--- src/rtl/dpalu_pkg.sv ---
// Package: opcode encoding and opcode-class helpers shared by the execute unit.
// Assumes the conventional 4-bit data processing opcode layout decoded upstream.
package dpalu_pkg;

    typedef enum logic [3:0] {
        OP_AND = 4'h0,
        OP_EOR = 4'h1,
        OP_SUB = 4'h2,
        OP_RSB = 4'h3,
        OP_ADD = 4'h4,
        OP_ADC = 4'h5,
        OP_SBC = 4'h6,
        OP_RSC = 4'h7,
        OP_TST = 4'h8,
        OP_TEQ = 4'h9,
        OP_CMP = 4'hA,
        OP_CMN = 4'hB,
        OP_ORR = 4'hC,
        OP_MOV = 4'hD,
        OP_BIC = 4'hE,
        OP_MVN = 4'hF
    } dp_op_e;

    localparam int FLAG_N = 3;
    localparam int FLAG_Z = 2;
    localparam int FLAG_C = 1;
    localparam int FLAG_V = 0;

    // Compare opcodes only touch flags.
    function automatic logic op_is_compare(input logic [3:0] op);
        return op[3:2] == 2'b10;
    endfunction

    // Opcodes whose carry and overflow come from the adder.
    function automatic logic op_is_arith(input logic [3:0] op);
        return (op inside {4'h2, 4'h3, 4'h4, 4'h5, 4'h6, 4'h7, 4'hA, 4'hB});
    endfunction

endpackage

--- src/rtl/dpalu_operand_sel.sv ---
// Module: first-operand selection. Replaces a program-counter read with the
// pipeline read-ahead value. Assumes instr_addr is the executing instruction's
// address and that a register-specified shift costs one extra fetch step.
module dpalu_operand_sel #(
    parameter int DW        = 32,
    parameter int PC_AHEAD  = 8,
    parameter int PC_EXTRA  = 4
) (
    input  logic          rn_is_pc,
    input  logic          shift_by_reg,
    input  logic [DW-1:0] instr_addr,
    input  logic [DW-1:0] rn_value,
    output logic [DW-1:0] op1
);
    localparam logic [DW-1:0] AHEAD_V = DW'(PC_AHEAD);
    localparam logic [DW-1:0] EXTRA_V = DW'(PC_EXTRA);

    // Pick the register value or the read-ahead program counter.
    always_comb begin
        if (rn_is_pc) begin
            op1 = instr_addr + AHEAD_V + (shift_by_reg ? EXTRA_V : '0);
        end else begin
            op1 = rn_value;
        end
    end

    // a program-counter read never passes the register value through unless it matches
    always_comb begin
        if (rn_is_pc && !shift_by_reg) begin
            AST_PC_READ_AHEAD: assert (op1 - instr_addr == AHEAD_V);
        end
    end
endmodule

--- src/rtl/dpalu_core.sv ---
// Module: combinational datapath. One shared adder serves every arithmetic
// opcode by conditionally swapping and inverting operands. A bitwise unit
// covers the logical opcodes. Assumes carry_in is the current C flag.
module dpalu_core #(
    parameter int DW = 32
) (
    input  logic [3:0]    op,
    input  logic [DW-1:0] a,
    input  logic [DW-1:0] b,
    input  logic          carry_in,
    output logic [DW-1:0] res,
    output logic          add_carry,
    output logic          add_ovf
);
    import dpalu_pkg::*;

    localparam int MSB = DW - 1;

    logic [DW-1:0] x_in;
    logic [DW-1:0] y_in;
    logic          c_in;
    logic [DW:0]   sum;
    logic [DW-1:0] logic_res;

    // Steer operands and carry into the shared adder.
    always_comb begin
        unique case (op)
            OP_SUB, OP_CMP: begin x_in = a;  y_in = ~b; c_in = 1'b1;     end
            OP_RSB:         begin x_in = b;  y_in = ~a; c_in = 1'b1;     end
            OP_ADD, OP_CMN: begin x_in = a;  y_in = b;  c_in = 1'b0;     end
            OP_ADC:         begin x_in = a;  y_in = b;  c_in = carry_in; end
            OP_SBC:         begin x_in = a;  y_in = ~b; c_in = carry_in; end
            OP_RSC:         begin x_in = b;  y_in = ~a; c_in = carry_in; end
            default:        begin x_in = a;  y_in = b;  c_in = 1'b0;     end
        endcase
    end

    // Single DW+1 bit addition, carry-out in the top bit.
    always_comb begin
        sum = {1'b0, x_in} + {1'b0, y_in} + {{DW{1'b0}}, c_in};
    end

    // Signed overflow: same-sign inputs produce a sum of the other sign.
    always_comb begin
        add_carry = sum[DW];
        add_ovf   = (x_in[MSB] == y_in[MSB]) && (sum[MSB] != x_in[MSB]);
    end

    // Bitwise opcodes.
    always_comb begin
        unique case (op)
            OP_AND, OP_TST: logic_res = a & b;
            OP_EOR, OP_TEQ: logic_res = a ^ b;
            OP_ORR:         logic_res = a | b;
            OP_MOV:         logic_res = b;
            OP_BIC:         logic_res = a & ~b;
            OP_MVN:         logic_res = ~b;
            default:        logic_res = '0;
        endcase
    end

    // Final result mux between adder and bitwise unit.
    always_comb begin
        res = op_is_arith(op) ? sum[MSB:0] : logic_res;
    end

    // plain add must agree with operand sum
    always_comb begin
        if (op == OP_ADD) begin
            AST_ADD_SUM: assert (res == a + b);
        end
    end
endmodule

--- src/rtl/dpalu_flag_ctl.sv ---
// Module: write-enable and next-flag selection. Chooses between holding the
// flags, restoring saved flags, and computing N/Z/C/V from the datapath.
// Assumes flags use the order N,Z,C,V from bit 3 down to bit 0.
module dpalu_flag_ctl #(
    parameter int DW = 32
) (
    input  logic [3:0]    op,
    input  logic          set_flags,
    input  logic          rd_is_pc,
    input  logic [DW-1:0] res,
    input  logic          add_carry,
    input  logic          add_ovf,
    input  logic          shifter_carry,
    input  logic [3:0]    flags_in,
    input  logic [3:0]    saved_flags,
    output logic [3:0]    flags_nx,
    output logic          we_nx,
    output logic          restore_nx
);
    import dpalu_pkg::*;

    localparam int MSB = DW - 1;

    logic cmp_op;
    logic arith_op;

    // Classify the opcode once.
    always_comb begin
        cmp_op   = op_is_compare(op);
        arith_op = op_is_arith(op);
    end

    // Destination write and status-restore decisions.
    always_comb begin
        we_nx      = !cmp_op;
        restore_nx = set_flags && rd_is_pc && !cmp_op;
    end

    // Next flag value.
    always_comb begin
        if (!set_flags) begin
            flags_nx = flags_in;
        end else if (restore_nx) begin
            flags_nx = saved_flags;
        end else begin
            flags_nx[FLAG_N] = res[MSB];
            flags_nx[FLAG_Z] = (res == '0);
            flags_nx[FLAG_C] = arith_op ? add_carry : shifter_carry;
            flags_nx[FLAG_V] = arith_op ? add_ovf   : flags_in[FLAG_V];
        end
    end
endmodule

--- src/rtl/dp_alu_unit.sv ---
// Module: top of the data processing execute unit. Joins operand selection,
// datapath and flag control, and registers every output one cycle later.
// Assumes the inputs are stable around the rising edge when in_valid is high.
module dp_alu_unit #(
    parameter int DW = 32
) (
    input  logic          clk,
    input  logic          rst_n,
    input  logic          in_valid,
    input  logic [3:0]    op_code,
    input  logic          rn_is_pc,
    input  logic [DW-1:0] instr_addr,
    input  logic [DW-1:0] rn_value,
    input  logic          shift_by_reg,
    input  logic [DW-1:0] op2_value,
    input  logic          shifter_carry,
    input  logic [3:0]    flags_in,
    input  logic          set_flags,
    input  logic          rd_is_pc,
    input  logic [3:0]    saved_flags,
    output logic          out_valid,
    output logic [DW-1:0] result,
    output logic          rd_we,
    output logic [3:0]    flags_out,
    output logic          status_restore
);
    import dpalu_pkg::*;

    localparam int MSB = DW - 1;

    logic [DW-1:0] op1;
    logic [DW-1:0] res_c;
    logic          carry_c;
    logic          ovf_c;
    logic [3:0]    flags_c;
    logic          we_c;
    logic          restore_c;

    dpalu_operand_sel #(.DW(DW), .PC_AHEAD(8), .PC_EXTRA(4)) u_opsel (
        .rn_is_pc     (rn_is_pc),
        .shift_by_reg (shift_by_reg),
        .instr_addr   (instr_addr),
        .rn_value     (rn_value),
        .op1          (op1)
    );

    dpalu_core #(.DW(DW)) u_core (
        .op        (op_code),
        .a         (op1),
        .b         (op2_value),
        .carry_in  (flags_in[FLAG_C]),
        .res       (res_c),
        .add_carry (carry_c),
        .add_ovf   (ovf_c)
    );

    dpalu_flag_ctl #(.DW(DW)) u_flags (
        .op            (op_code),
        .set_flags     (set_flags),
        .rd_is_pc      (rd_is_pc),
        .res           (res_c),
        .add_carry     (carry_c),
        .add_ovf       (ovf_c),
        .shifter_carry (shifter_carry),
        .flags_in      (flags_in),
        .saved_flags   (saved_flags),
        .flags_nx      (flags_c),
        .we_nx         (we_c),
        .restore_nx    (restore_c)
    );

    // Output register stage with synchronous active-low reset.
    always_ff @(posedge clk) begin
        if (!rst_n) begin
            out_valid      <= 1'b0;
            result         <= '0;
            rd_we          <= 1'b0;
            flags_out      <= '0;
            status_restore <= 1'b0;
        end else begin
            out_valid      <= in_valid;
            rd_we          <= in_valid && we_c;
            status_restore <= in_valid && restore_c;
            if (in_valid) begin
                result    <= res_c;
                flags_out <= flags_c;
            end
        end
    end

    AST_CMP_NO_WRITE: assert property (@(posedge clk) disable iff (!rst_n)
        (in_valid && op_is_compare(op_code)) |=> !rd_we);

    AST_LOGIC_KEEP_V: assert property (@(posedge clk) disable iff (!rst_n)
        (in_valid && set_flags && !op_is_arith(op_code) && !(rd_is_pc && !op_is_compare(op_code)))
        |=> (flags_out[FLAG_V] == $past(flags_in[FLAG_V])
             && flags_out[FLAG_C] == $past(shifter_carry)));

    AST_NZ_FROM_RESULT: assert property (@(posedge clk) disable iff (!rst_n)
        (in_valid && set_flags && !(rd_is_pc && !op_is_compare(op_code)))
        |=> (flags_out[FLAG_Z] == (result == '0) && flags_out[FLAG_N] == result[MSB]));

    AST_FLAGS_HELD: assert property (@(posedge clk) disable iff (!rst_n)
        (in_valid && !set_flags) |=> (flags_out == $past(flags_in)));

    AST_RESTORE_SAVED: assert property (@(posedge clk) disable iff (!rst_n)
        (in_valid && set_flags && rd_is_pc && !op_is_compare(op_code))
        |=> (status_restore && rd_we && flags_out == $past(saved_flags)));

    AST_IDLE_QUIET: assert property (@(posedge clk) disable iff (!rst_n)
        !in_valid |=> (!out_valid && !rd_we && !status_restore));

    AST_VALID_FOLLOWS: assert property (@(posedge clk) disable iff (!rst_n)
        in_valid |=> out_valid);
endmodule

--- config.mk ---
export PLATFORM = sky130hd
export DESIGN_NAME = dp_alu_unit
export DESIGN_NICKNAME = d
export VERILOG_FILES = /design/src/rtl/dpalu_pkg.sv /design/src/rtl/dpalu_operand_sel.sv /design/src/rtl/dpalu_core.sv /design/src/rtl/dpalu_flag_ctl.sv /design/src/rtl/dp_alu_unit.sv
export SDC_FILE = /design/constraint.sdc
export NUM_CORES = 1
export LEC_CHECK = 0
export ABC_AREA = 1
export BUFFER_PORTS_ARGS = -buffer_cell sky130_fd_sc_hd__buf_4
export CAP_MARGIN = 20
export CORE_UTILIZATION = 42
export DETAILED_ROUTE_END_ITERATION = 10
export HOLD_SLACK_MARGIN = 0.05
export PLACE_DENSITY = 0.59
export SLEW_MARGIN = 20
export SYNTH_ARGS = -nofsm -noshare
export SYNTH_HDL_FRONTEND = slang
export SYNTH_SLANG_ARGS = --single-unit
--- constraint.sdc ---
create_clock -name clk -period 7.55 [get_ports clk]
set_input_delay 1.1325 -clock clk [delete_from_list [all_inputs] [get_ports clk]]
set_output_delay 1.1325 -clock clk [all_outputs]
set_load 0.03 [all_outputs]
== Word level (Yosys, flattened, before mapping) ==
Cells that the tools add are included.

* Input bits: 116
* Bits in registers: 39
* Output and inout port bits: 39
* Logic and storage cells: 59

* Mux-type cells: 11
* Bitwise logic cells: 6
* Reductions and logical operators: 15
* $add $sub $neg: 4
* Equal/unequal tests: 18

{| class="wikitable"
|+ Operator list
! cell !! number
|-
| one-hot mux 32 bit (6 select lines) || 1
|-
| two-way mux 32 bit || 3
|-
| AND 32 bit || 2
|-
| inverter 32 bit || 2
|-
| one-hot mux 32 bit (2 select lines) || 1
|-
| adder 32 x 32 -> 33 bit || 1
|-
| adder 33 x 1 -> 33 bit || 1
|-
| adder 32 bit || 1
|-
| adder 32 x 4 -> 32 bit, second input constant || 1
|-
| == test 4 bit, second input constant || 8
|-
| logical NOT 32 bit || 1
|-
| OR 32 bit || 1
|-
| bitwise XOR 32 bit || 1
|-
| == test 4 x 3 -> 1 bit, second input constant || 4
|-
| OR reduction 3 bit || 3
|-
| == test 4 x 2 -> 1 bit, second input constant || 2
|-
| two-way mux 4 bit || 2
|-
| nonzero test 8 bit || 1
|-
| OR reduction 2 bit || 3
|-
| logical AND 1 bit || 5
|-
| == test 4 x 1 -> 1 bit, second input constant || 1
|-
| logical NOT 4 bit || 1
|-
| two-way mux 3 bit || 1
|-
| == test 2 bit, second input constant || 1
|-
| other kinds (5) || 6
|}

== Longest topological paths before layout ==
Gate-level depths: netlist (run 1).

* Depth in word-level cells: 12
* Depth in mapped cells: 34
* Depth with buffers taken out: 34

== Hierarchy ==
A second synthesis (run 1) with hierarchy kept.

* Cell total of the unflattened synthesis: 1645
* Area total of the unflattened synthesis: 8529.4 µm²

{| class="wikitable"
|+ By module, submodules not included
! module !! area an instance (µm²) !! cells an instance !! seq. area each (µm²) !! times used
|-
| dpalu_core || 5383.9 || 1061 || 0.0 || 1
|-
| dp_alu_unit || 1606.5 || 237 || 780.7 || 1
|-
| dpalu_operand_sel || 1221.2 || 281 || 0.0 || 1
|-
| dpalu_flag_ctl || 317.8 || 66 || 0.0 || 1
|}

== Worst setup path before layout (run 1) ==
OpenSTA, ideal clock, no wires.

* Path type: input to register
* Start point: input op_code[0]
* End point: register flags_out[2]
* Path buffers: 1
* Setup time: 0.067 ns
* Setup slack: 3.340 ns
* Stages on the path: 26
* Required time: 7.483 ns
* Arrival: 4.143 ns
* Cells stage by stage: nand2_1 > nor2_1 > nor2_1 > inv_1 > clkbuf_1 > o221ai_1 > fa_1 > inv_1 > fa_1 > inv_1 > nand2_1 > nand2_1 > and2_1 > nand2_1 > nand3_1 > nand2_1 > a21oi_1 > nor2_1 > nor2_1 > nor2_1 > nand2_1 > nor2_1 > nand4_1 > nand2_1 > nand2_1 > a21oi_2

* Cells in the longest elaborated chain, start to end: 9
* Elaborated cells on any way between the ends: 33
* Classes of those cells: 2 x add/sub; 15 x eq/ne; 7 x mux; 9 x reduce/logical

{| class="wikitable"
|+ RTL lines
! what !! line !! RTL
|-
| start, declared || dp_alu_unit.sv:10 || <nowiki>input logic [3:0] op_code,</nowiki>
|-
| == test 4 bit, or another cell as far along || dpalu_pkg.sv:36, dpalu_core.sv:27 ||
|-
| OR reduction 3 bit (no line) or OR reduction 2 bit (tied branches) || -- ||
|-
| one-hot mux 32 bit (2 select lines) or two-way mux 32 bit (tied branches) || dpalu_core.sv:27 || <nowiki>unique case (op)</nowiki>
|-
| adder 32 x 32 -> 33 bit || dpalu_core.sv:40 || <nowiki>sum = {1'b0, x_in} + {1'b0, y_in} + {{DW{1'b0}}, c_in};</nowiki>
|-
| adder 33 x 1 -> 33 bit || dpalu_core.sv:40 ||
|-
| two-way mux 32 bit * || dpalu_core.sv:64 || <nowiki>res = op_is_arith(op) ? sum[MSB:0] : logic_res;</nowiki>
|-
| logical NOT 32 bit * || dpalu_flag_ctl.sv:47 || <nowiki>flags_nx[FLAG_Z] = (res == '0);</nowiki>
|-
| two-way mux 4 bit * || dpalu_flag_ctl.sv:43 || <nowiki>end else if (restore_nx) begin</nowiki>
|-
| two-way mux 4 bit * || dpalu_flag_ctl.sv:41 || <nowiki>if (!set_flags) begin</nowiki>
|-
| end signal, assigned || dp_alu_unit.sv:86 || <nowiki>flags_out <= flags_c;</nowiki>
|-
| end, declared || dp_alu_unit.sv:24 || <nowiki>output logic [3:0] flags_out,</nowiki>
|}

Every way passes the cells marked *; elsewhere a longest branch is shown, timed or not.
A chain may end at the register's enable or synchronous reset.

== Worst setup path in the final report (run 1) ==
Ends and elaborated chain as after synthesis.

==> key figures, run 1 <==
Drt
  • Post-route ant nets: 0
  • Post-DR wirelength/cell: 16.69 µm
  • DRT iter0 DRCs: around 960
  • Post-Route WL: roughly 34000 µm
  • Vias per inst: around 5.3
  • Via Count: 10772
  • DRC: 0
  • DR pass1 iterations: 8

Layout
  • Final Util: 0.5073
  • Area grow syn2layout: 17.47%
  • Fill cells: 2216
  • Share of cells above drive strength 1: 0.1254
  • Final nets: between 1500 and 2000
  • Finished Layout Cells: 2044
  • Ant diodes: 0

STA
  • Fin crit share: 0.6815
  • Setup_tns: 0 ns
  • Normalized max-slew margin: 0.3401
  • RSZ-0062 raised after global routing: false
  • Max Fclk: roughly 190 MHz
  • Worst slew pin tran: 0.9875 ns
  • Tmin final: 5.145 ns
  • Fin. Hold Viols: 0
  • Final setup fails: 0
  • Clock skew after layout: 0 ns
  • Slew Limit Fails: 0

Yosys
  • Yosys warnings: 0
  • Yosys cell types: 44
  • Post-Syn Instances: approximately 1700
  • Synthesized area per cell: between 5 and 6 µm²
  • Post-synthesis async set-or-reset flop share: 0
  • Adder-cell area share of the yosys netlist: 0.1005
  • Synthesized area: between 8000 and 9000 µm²
  • Sequential share of the synthesized area: 0.09199
  • Compound-cell area share of the yosys netlist: 0.1846
  • Net count of the mapped netlist: around 1800
  • Synth Area in Simple Gates: 0.4673
  • Post-synthesis xor/xnor area fraction: 0.007224
  • EDFF count, synth: 0
  • Flops & latches, synth: 39
  • Ys flop type: dfxtp_1
  • Mux share of post-synthesis cell area: 0
  • Main combinational cell family by area after synthesis: simple AND/OR/NAND/NOR gates

Setup path
  • R2r startpoint: result[14]$_SDFFE_PN0P_
  • RR Endpoint: result[14]$_SDFFE_PN0P_
  • Setup crit end kind: flop
  • Worst R2R Path Depth: 2
  • Crit. Startpoint: op_code[0]
  • WP data arrival: approximately 5.4 ns
  • R2R setup slack: a little under 7 ns
  • Worst EP required: 7.77 ns
  • WS Path Type: in2reg
  • Worst-path fanout max: about 70
  • Worst Setup Start Kind: primary input
  • Worst setup endpoint: flags_out[2]$_SDFFE_PN0P_

Die
  • I/O Pins: 155
  • Die width: ~140 µm
  • Initial Util: 0.4318
  • Die area: slightly above 20000 µm²
  • Core area: between 15000 and 20000 µm²
  • Die height: between 100 and 150 µm
  • Row cnt: around 50

Clock network
  • CTS tree: done
  • Maximum buffer depth of the clock tree: 2
  • PostCTS Resize Cnt: 0
  • Clk slew on worst S/H paths: ~0.060 ns
  • Clock Tree Root: clkbuf_16
  • Worst skew pair latency: 0.28 ns
  • Sink Count: 39
  • Postcts setup bufs: 0
  • CTS Buf Count: 5
  • H-Tree Depth: 2
  • Hold buffers post-CTS: 0

Placement
  • PortBufs: around 150
  • Placed insts: ~2000
  • GPL Wtd Cong: 0.9763
  • HPWL Detailed: ~27000 µm

Run status
  • Status: complete, no violations

Global routing
  • First-pass GRT wire length: roughly 52000 µm
  • GRT Util Overall: 0.3264
  • Number of antenna violations at the first check in global routing: 0
  • Largest net degree at the start of global routing: 73
  • Grt ovf: 0
  • Number of global-route vias before repair: 9442

Worst hold path
  • Hold WC Path Type: reg2reg

Pwr
  • Max VDD drop: 96.13 µV
  • Pleak: 5.538 nW
  • PD cells: 134.2 nW/µm²

Job
  • Max cap viols: 0
[worst min path at each step]
stage / start / slack (ns) / cells past startpoint / to
finish: result[4]$_SDFFE_PN0P_ / 0.48 / 2 / result[4]$_SDFFE_PN0P_
global route: result[18]$_SDFFE_PN0P_ / 0.51 / 2 / result[18]$_SDFFE_PN0P_
CTS: result[4]$_SDFFE_PN0P_ / 0.49 / 2 / result[4]$_SDFFE_PN0P_
detailed placement: result[19]$_SDFFE_PN0P_ / 0.48 / 2 / result[19]$_SDFFE_PN0P_
global placement: result[18]$_SDFFE_PN0P_ / 0.47 / 2 / result[18]$_SDFFE_PN0P_
floorplan: result[4]$_SDFFE_PN0P_ / 0.60 / 2 / result[4]$_SDFFE_PN0P_
[sequential cells by signal, summed over array words and instances, names as in the netlist]
register        cells
flags_out           4
rd_we               1
out_valid           1
result             32
status_restore      1
[final cells by class]
cell class,count,area [µm²],area share
timing repair buffer,160,1221,0.1225
multi-input combinational,1305,6465,0.6485
clock buffer,5,125.1,0.01255
inverter,267,1002,0.1005
clock inverter,3,43.79,0.004393
sequential,39,780.7,0.07831
tap,265,331.6,0.03326
[kinds of logic after synthesis]
| family | after synthesis |
|---|---|
| buffers and inverters | 319 |
| flip-flops | 39 |
| adder cells (fa/ha/maj) | 67 |
| AO/OA/AOI/OAI | 267 |
| AND/OR/NAND/NOR | 964 |
| XOR/XNOR | 7 |
[layout by cell type (no fill, tap or decap), types with 3 or more instances in the layout]
| cell | n |
|---|---|
| nand3b_1 | 4 |
| nor2_1 | 166 |
| a211oi_1 | 13 |
| nand2_1 | 606 |
| a21oi_1 | 60 |
| inv_2 | 5 |
| nor2_4 | 4 |
| nor2_2 | 8 |
| nand4_1 | 17 |
| a31oi_1 | 4 |
| o211ai_1 | 29 |
| o221ai_1 | 12 |
| or2_2 | 27 |
| xor2_1 | 6 |
| o21bai_1 | 3 |
| o21ai_0 | 109 |
| o21a_1 | 3 |
| o2111ai_1 | 4 |
| ha_1 | 65 |
| nand3_1 | 117 |
| nor3_1 | 5 |
| o22ai_1 | 16 |
| dfxtp_1 | 39 |
| buf_4 | 159 |
| nand2_2 | 4 |
| o21ai_1 | 8 |
| clkbuf_16 | 5 |
| nand3_2 | 3 |
| inv_1 | 260 |
[critical path: stages]
cell and delay (ns):
buf_4 0.11, nand2_1 0.10, nor2_4 0.11, buf_4 0.54
inv_1 0.55, o21ai_0 0.40, fa_1 0.28, inv_1 0.07
fa_1 0.40, inv_1 0.12, nand2_1 0.06, nand2_1 0.07
and2_1 0.15, nand2_1 0.09, nand3_1 0.15, nand2_1 0.11
nand2_1 0.07, nand2_1 0.04, nand3_1 0.06, nand2_1 0.08
nor2_1 0.12, nand2_1 0.06, nor2_1 0.12, nand4_1 0.11
nand2_1 0.07, nand2_1 0.05, a21oi_2 0.10
[Yosys cell counts (all sizes together), types with 13 or more instances]
cell type | instances | area share
a211oi | 13 | 0.011
a21oi | 62 | 0.037
buf | 21 | 0.015
clkbuf | 30 | 0.014
dfxtp | 39 | 0.092
ha | 65 | 0.096
inv | 265 | 0.12
nand2 | 610 | 0.27
nand3 | 120 | 0.073
nand4 | 17 | 0.013
nor2 | 178 | 0.083
o211ai | 30 | 0.027
o21ai | 118 | 0.070
o22ai | 16 | 0.012
or2 | 27 | 0.020
[routing by layer]
metal  up-vias  track usage  wire [µm]
li1       5528            -          -
met5         -            0          0
met2       389       0.5355      15460
met3        45      0.03510       2153
met4         0      0.08975        917
met1      4810       0.4496      15580
[stage by stage]
stage	power, W	hold slack (ns)	area [µm²]	setup slack, ns
2_1_floorplan	0.0008028	0.5992	8487	3.340
3_3_place_gp	0.001079	0.4692	9773	2.078
3_5_place_dp	0.001081	0.4751	9773	1.969
4_1_cts	0.001330	0.4866	9942	2.262
5_1_grt	0.001451	0.5132	9970	1.970
6_report	0.001338	0.4824	9970	2.405
[power by group]
part           internal (W)  switching (W)
clock              0.000156      0.0000875
sequential         0.000227      0.0000112
combinational      0.000290       0.000566
total              0.000673       0.000665
Note: power is estimated with default switching activity, not from simulation.
==> inputs of run 2 (changes only) <==
==> constraint.sdc (replaced) <==
create_clock -name clk -period 4.8 [get_ports clk]
set_input_delay 0.72 -clock clk [delete_from_list [all_inputs] [get_ports clk]]
set_output_delay 0.72 -clock clk [all_outputs]
set_load 0.03 [all_outputs]
==> run 2 against run 1 <==
Against the previous run: cell count up 0.54%; die area unchanged; register-to-register slack worse by 2.8 ns; flip-flop and latch count unchanged; setup slack worse by 1.9 ns; global-route usage up 0.86 points; utilization up 0.48 points; cell area up 0.95%; sequential power up 57%; largest cell class unchanged.
==> key figures, run 2 (synthesized netlist as in run 1, its figures left out) <==
Pwr
  • Overall power consumption: 0.002125 W
  • Max VDD drop: around 160 µV
  • Pleak: 5.595 nW
  • PD cells: between 200 and 250 nW/µm²

Clock network
  • Worst skew pair latency: 0.28 ns
  • CTS tree: done
  • Sink Count: 39
  • Maximum buffer depth of the clock tree: 2
  • Postcts setup bufs: 0
  • Clk slew on worst S/H paths: around 0.060 ns
  • Clock Tree Root: clkbuf_16
  • CTS Buf Count: 5
  • Hold buffers post-CTS: 0
  • H-Tree Depth: 2

Setup path
  • Crit path max-delay cell type: ha_1
  • Setup crit end kind: flop
  • R2r startpoint: result[30]$_SDFFE_PN0P_
  • Worst EP required: ~5.0 ns
  • WP data arrival: approximately 4.6 ns
  • Crit. Startpoint: instr_addr[2]
  • WS Path Type: in2reg
  • CP dominant cell by count: nand2_1
  • Slowest stage delay, CP: just under 0.4 ns
  • Worst Setup Start Kind: primary input
  • Worst-path fanout max: 5

Layout
  • Ant diodes: 0
  • Commonest non-fill, non-tap cell in the layout: nand2_1
  • Final nets: about 2000
  • Largest register FFs: 32
  • Share of cells above drive strength 1: 0.1313
  • Biggest regs: result x32, flags_out x4
  • Most flop-heavy register: result
  • Commonest non-fill, non-tap cells in the layout: nand2_1, inv_1, buf_4
  • Area grow syn2layout: 18.59%

STA
  • Worst slew pin tran: 0.8826 ns
  • RSZ-0062 raised after global routing: false
  • Normalized max-slew margin: 0.4102
  • Fin. Hold Viols: 0
  • Final setup fails: 0
  • Fin crit share: 0.9048
  • Clock skew after layout: 0 ns
  • Tmin final: between 4 and 5 ns
  • Slew Limit Fails: 0
  • Setup_tns: 0 ns
  • Max Fclk: about 230 MHz

Placement
  • HPWL Detailed: 27540 µm
  • PortBufs: roughly 150
  • GPL Wtd Cong: 0.9497

Job
  • Max cap viols: 0

Die
  • Die area: ~21000 µm²
  • Die height: between 100 and 150 µm
  • Initial Util: 0.4318
  • Core area: about 20000 µm²
  • Row cnt: between 50 and 60
  • Die width: roughly 140 µm
  • I/O Pins: around 160

Global routing
  • Number of global-route vias before repair: 9822
  • Grt ovf: 0
  • Largest net degree at the start of global routing: 64
  • First-pass GRT wire length: around 53000 µm
  • Number of antenna violations at the first check in global routing: 0
  • GRT Util Overall: 0.3350

Worst hold path
  • Hold WC Path Type: reg2reg
  • Min-delay src: result[4]$_SDFFE_PN0P_

Drt
  • DR pass1 iterations: 7
  • Vias per inst: approximately 5.3
  • DRC: 0
  • Via Count: approximately 11000
  • Post-Route WL: ~34000 µm
  • Post-route ant nets: 0
  • DRT iter0 DRCs: just under 800
  • Post-DR wirelength/cell: between 15 and 20 µm

Run status
  • Status: complete, no violations
run 2: cell count changes in the layout (fill, tap and decap cells not counted), sizes merged:
cell,previous run,this run
clkbuf,5,6
buf,160,171
clkinv,4,3
run 2: what timing repair did:
action	4_1_cts	5_1_grt
resized for setup	0	2
hold endpoints to repair	0	0
setup endpoints to repair	0	1
run 2: cell type report:
| type | instances | area [µm²] |
|---|---|---|
| clock buffers | 6 | 138.9 |
| clock inverters | 2 | 35.03 |
| fillers | 2199 | 9589 |
| inverters | 267 | 1002 |
| multi-input cells | 1305 | 6467 |
| flip-flops and latches | 39 | 780.7 |
| well taps | 265 | 331.6 |
| repair buffers | 171 | 1309 |
run 2: final timing paths:
| path | end | slack [ns] | cells past startpoint |
|---|---|---|---|
| setup / recovery | flags_out[2]$_SDFFE_PN0P_ | 0.46 | 29 |
| hold / removal | result[4]$_SDFFE_PN0P_ | 0.48 | 2 |
| setup reg to reg | result[30]$_SDFFE_PN0P_ | 4.09 | 4 |
| hold reg to reg | result[4]$_SDFFE_PN0P_ | 0.48 | 2 |
run 2: per-layer routing:
metal	track usage	vias up	part of all wire
met1	0.4458	4835	0.46
met2	0.5561	395	0.45
met4	0.1163	0	0.034
li1	-	5547	-
met5	0	-	0
met3	0.03874	58	0.058
run 2: worst max-delay path, delay by kind of cell:
kind / cells / cell delay [ns]
AO/OA/AOI/OAI: 3 / 0.34
adder cells (fa/ha/maj): 3 / 0.85
AND/OR/NAND/NOR: 19 / 2.27
buffers and inverters: 4 / 0.36
run 2: power by group:
part | switching [W] | internal [W] | total [W]
clock | 0.000131 | 0.000258 | 0.000390
combinational | 0.000898 | 0.000463 | 0.00136
sequential | 0.0000171 | 0.000357 | 0.000374
total | 0.00105 | 0.00108 | 0.00212
run 2: through the flow:
| stage | std cells | util | instance area (µm²) | hold WS (ns) | setup WS (ns) |
|---|---|---|---|---|---|
| 2_1_floorplan | 1663 | - | 8487 | 0.5992 | 1.003 |
| 3_3_place_gp | 2047 | 0.5029 | 9883 | 0.4659 | 0.2046 |
| 3_5_place_dp | 2047 | 0.5029 | 9883 | 0.4729 | 0.2215 |
| 4_1_cts | 2055 | 0.5117 | 10060 | 0.4881 | 0.5032 |
| 5_1_grt | 2055 | 0.5121 | 10060 | 0.4960 | 0.05839 |
| 6_report | 2055 | 0.5121 | 10060 | 0.4843 | 0.4570 |
==> inputs of run 3 (changes only) <==
--- a/config.mk
+++ b/config.mk
@@ -8,10 +8,11 @@
 export ABC_AREA = 1
 export BUFFER_PORTS_ARGS = -buffer_cell sky130_fd_sc_hd__buf_4
 export CAP_MARGIN = 20
-export CORE_UTILIZATION = 42
+export CORE_MARGIN = 4
+export CORE_UTILIZATION = 40
 export DETAILED_ROUTE_END_ITERATION = 10
 export HOLD_SLACK_MARGIN = 0.05
-export PLACE_DENSITY = 0.59
+export PLACE_DENSITY = 0.57
 export SLEW_MARGIN = 20
 export SYNTH_ARGS = -nofsm -noshare
 export SYNTH_HDL_FRONTEND = slang
==> constraint.sdc (replaced) <==
create_clock -name clk -period 4.8 [get_ports clk]
set_input_delay 0.72 -clock clk [delete_from_list [all_inputs] [get_ports clk]]
set_output_delay 0.72 -clock clk [all_outputs]
set_load 0.05 [all_outputs]
==> run 3 against run 2 <==
Against the previous run: maximum frequency is 0.38% lower; via count shrank 0.77%; combinational power up 3%; cell area is essentially flat; register-to-register slack is essentially flat; hold slack got worse by 0.012 ns; routed wire length rose by 0.14%; sequential share of layout area barely moved; utilization fell by 3.2 points; clock power increased by 1%; sequential power about the same; critical endpoint unchanged; highest routed layer unchanged.
==> key figures, run 3 (synthesized netlist as in run 1, its figures left out) <==
Pwr
  • PD cells: 215.3 nW/µm²
  • Pleak: approximately 5.6 nW
  • Max VDD drop: between 100 and 150 µV

Global routing
  • Number of global-route vias before repair: between 10000 and 15000
  • Largest net degree at the start of global routing: between 70 and 80
  • Grt ovf: 0
  • Number of antenna violations at the first check in global routing: 0
  • First-pass GRT wire length: roughly 54000 µm
  • GRT Util Overall: 0.2801

Clock network
  • Postcts setup bufs: 0
  • Maximum buffer depth of the clock tree: 2
  • Worst skew pair latency: between 0.2 and 0.3 ns
  • Sink Count: 39
  • Clock Tree Root: clkbuf_16
  • Hold buffers post-CTS: 0
  • Clk slew on worst S/H paths: approximately 0.060 ns
  • CTS tree: done
  • H-Tree Depth: 2
  • CTS Buf Count: 5

Layout
  • Fill cells: 2426
  • Ant diodes: 0
  • Biggest regs: result x32, flags_out x4
  • Most flop-heavy register: result
  • Commonest non-fill, non-tap cells in the layout: nand2_1, inv_1, nor2_1, buf_4, nand3_1
  • Commonest non-fill, non-tap cell in the layout: nand2_1
  • Final nets: between 1500 and 2000
  • Largest register FFs: 32
  • Design area: approximately 10000 µm²
  • Share of cells above drive strength 1: 0.1298
  • Area grow syn2layout: 18.62%

STA
  • Fin crit share: 0.9082
  • Setup_tns: 0 ns
  • RSZ-0062 raised after global routing: false
  • Clock skew after layout: 0 ns
  • Fin. Hold Viols: 0
  • Slew Limit Fails: 0
  • Max Fclk: between 200 and 250 MHz
  • Tmin final: between 4 and 5 ns
  • Worst slew pin tran: around 0.79 ns
  • Final setup fails: 0
  • Normalized max-slew margin: 0.4711

Placement
  • PortBufs: 154
  • GPL Wtd Cong: 1.010
  • DP Area: 9886 µm²
  • HPWL Detailed: 27790 µm

Drt
  • DR pass1 iterations: 5
  • Post-DR wirelength/cell: between 15 and 20 µm
  • DRC: 0
  • Vias per inst: approximately 5.2
  • Post-route ant nets: 0
  • Via Count: between 10000 and 15000
  • DRT iter0 DRCs: 824
  • Post-Route WL: between 30000 and 40000 µm

Die
  • Initial Util: 0.4050
  • Die width: between 150 and 200 µm
  • Row cnt: between 50 and 60
  • Die height: 153.7 µm
  • Die area: about 24000 µm²
  • Core area: around 21000 µm²
  • I/O Pins: ~160

Setup path
  • WP data arrival: around 4.6 ns
  • Worst Setup Start Kind: primary input
  • WS Path Type: in2reg
  • Worst-path fanout max: 5
  • Setup crit end kind: flop
  • Worst EP required: roughly 5 ns

Worst hold path
  • Hold WC Path Type: reg2reg

Job
  • Max cap viols: 0

Run status
  • Status: complete, no violations
[run 3: changes by cell type in the layout (fill, tap and decap cells not counted), sizes merged]
| cell | change |
|---|---|
| buf | -3 |
[run 3: path summary, 6_finish.rpt]
kind	depth (start not counted)	endpoint	start	slack [ns]
max	25	flags_out[2]$_SDFFE_PN0P_	instr_addr[2]	0.44
min	2	result[4]$_SDFFE_PN0P_	result[4]$_SDFFE_PN0P_	0.47
max reg2reg	4	result[25]$_SDFFE_PN0P_	result[25]$_SDFFE_PN0P_	4.09
min reg2reg	2	result[4]$_SDFFE_PN0P_	result[4]$_SDFFE_PN0P_	0.47
[run 3: what timing repair did]
| action | 4_1_cts | 5_1_grt |
|---|---|---|
| hold endpoints to repair | 0 | 0 |
| resized for setup | 0 | 2 |
| setup endpoints to repair | 0 | 1 |
[run 3: area by class of cell]
| type | count | area, µm² | area share |
|---|---|---|---|
| tap | 275 | 344.1 | 0.03418 |
| multi-input combinational | 1305 | 6467 | 0.6424 |
| clock inverter | 2 | 35.03 | 0.003480 |
| inverter | 267 | 1002 | 0.09955 |
| timing repair buffer | 168 | 1299 | 0.1290 |
| clock buffer | 6 | 138.9 | 0.01380 |
| sequential | 39 | 780.7 | 0.07755 |
[run 3: per-layer routing]
| metal | GRT usage | vias to the layer above | wire length (µm) |
|---|---|---|---|
| li1 | - | 5545 | - |
| met2 | 0.4788 | 346 | 16110 |
| met4 | 0.07401 | 0 | 1028 |
| met1 | 0.3760 | 4806 | 15280 |
| met3 | 0.03040 | 55 | 2009 |
| met5 | 0 | - | 0 |
[run 3: power breakdown]
group	switching (W)	internal, W	total (W)
clock	0.000135	0.000258	0.000394
sequential	0.0000176	0.000357	0.000374
combinational	0.000936	0.000463	0.00140
total	0.00109	0.00108	0.00217
[run 3: critical path, cell delays in order]
cell and delay (ns):
buf_4 0.11, ha_1 0.25, o21ai_2 0.28, inv_2 0.13, or2_2 0.29, nand3_1 0.07
o21ai_1 0.20, o221ai_1 0.24, ha_1 0.32, nand2_1 0.12, inv_1 0.06, nand2_1 0.08
nand2_1 0.05, nand2_1 0.05, nand3_1 0.19, or2_2 0.34, a21oi_1 0.26, nand2_1 0.09
nor2_1 0.09, nand2_1 0.05, nor2_1 0.21, nand4_1 0.12, nand2_1 0.07, nand2_1 0.06
a21oi_2 0.11
[run 3: stage by stage]
step / utilization / instances / setup slack (ns) / total power [W] / hold WS, ns
finish: 0.4804 / 2062 / 0.4407 / 0.002167 / 0.4724
global route: 0.4804 / 2062 / 0.05329 / 0.002356 / 0.4937
CTS: 0.4801 / 2062 / 0.3769 / 0.002160 / 0.4760
detailed placement: 0.4718 / 2054 / 0.1005 / 0.001763 / 0.4657
global placement: 0.4718 / 2054 / 0.09249 / 0.001758 / 0.4679
floorplan: - / 1663 / 1.003 / 0.001311 / 0.6998
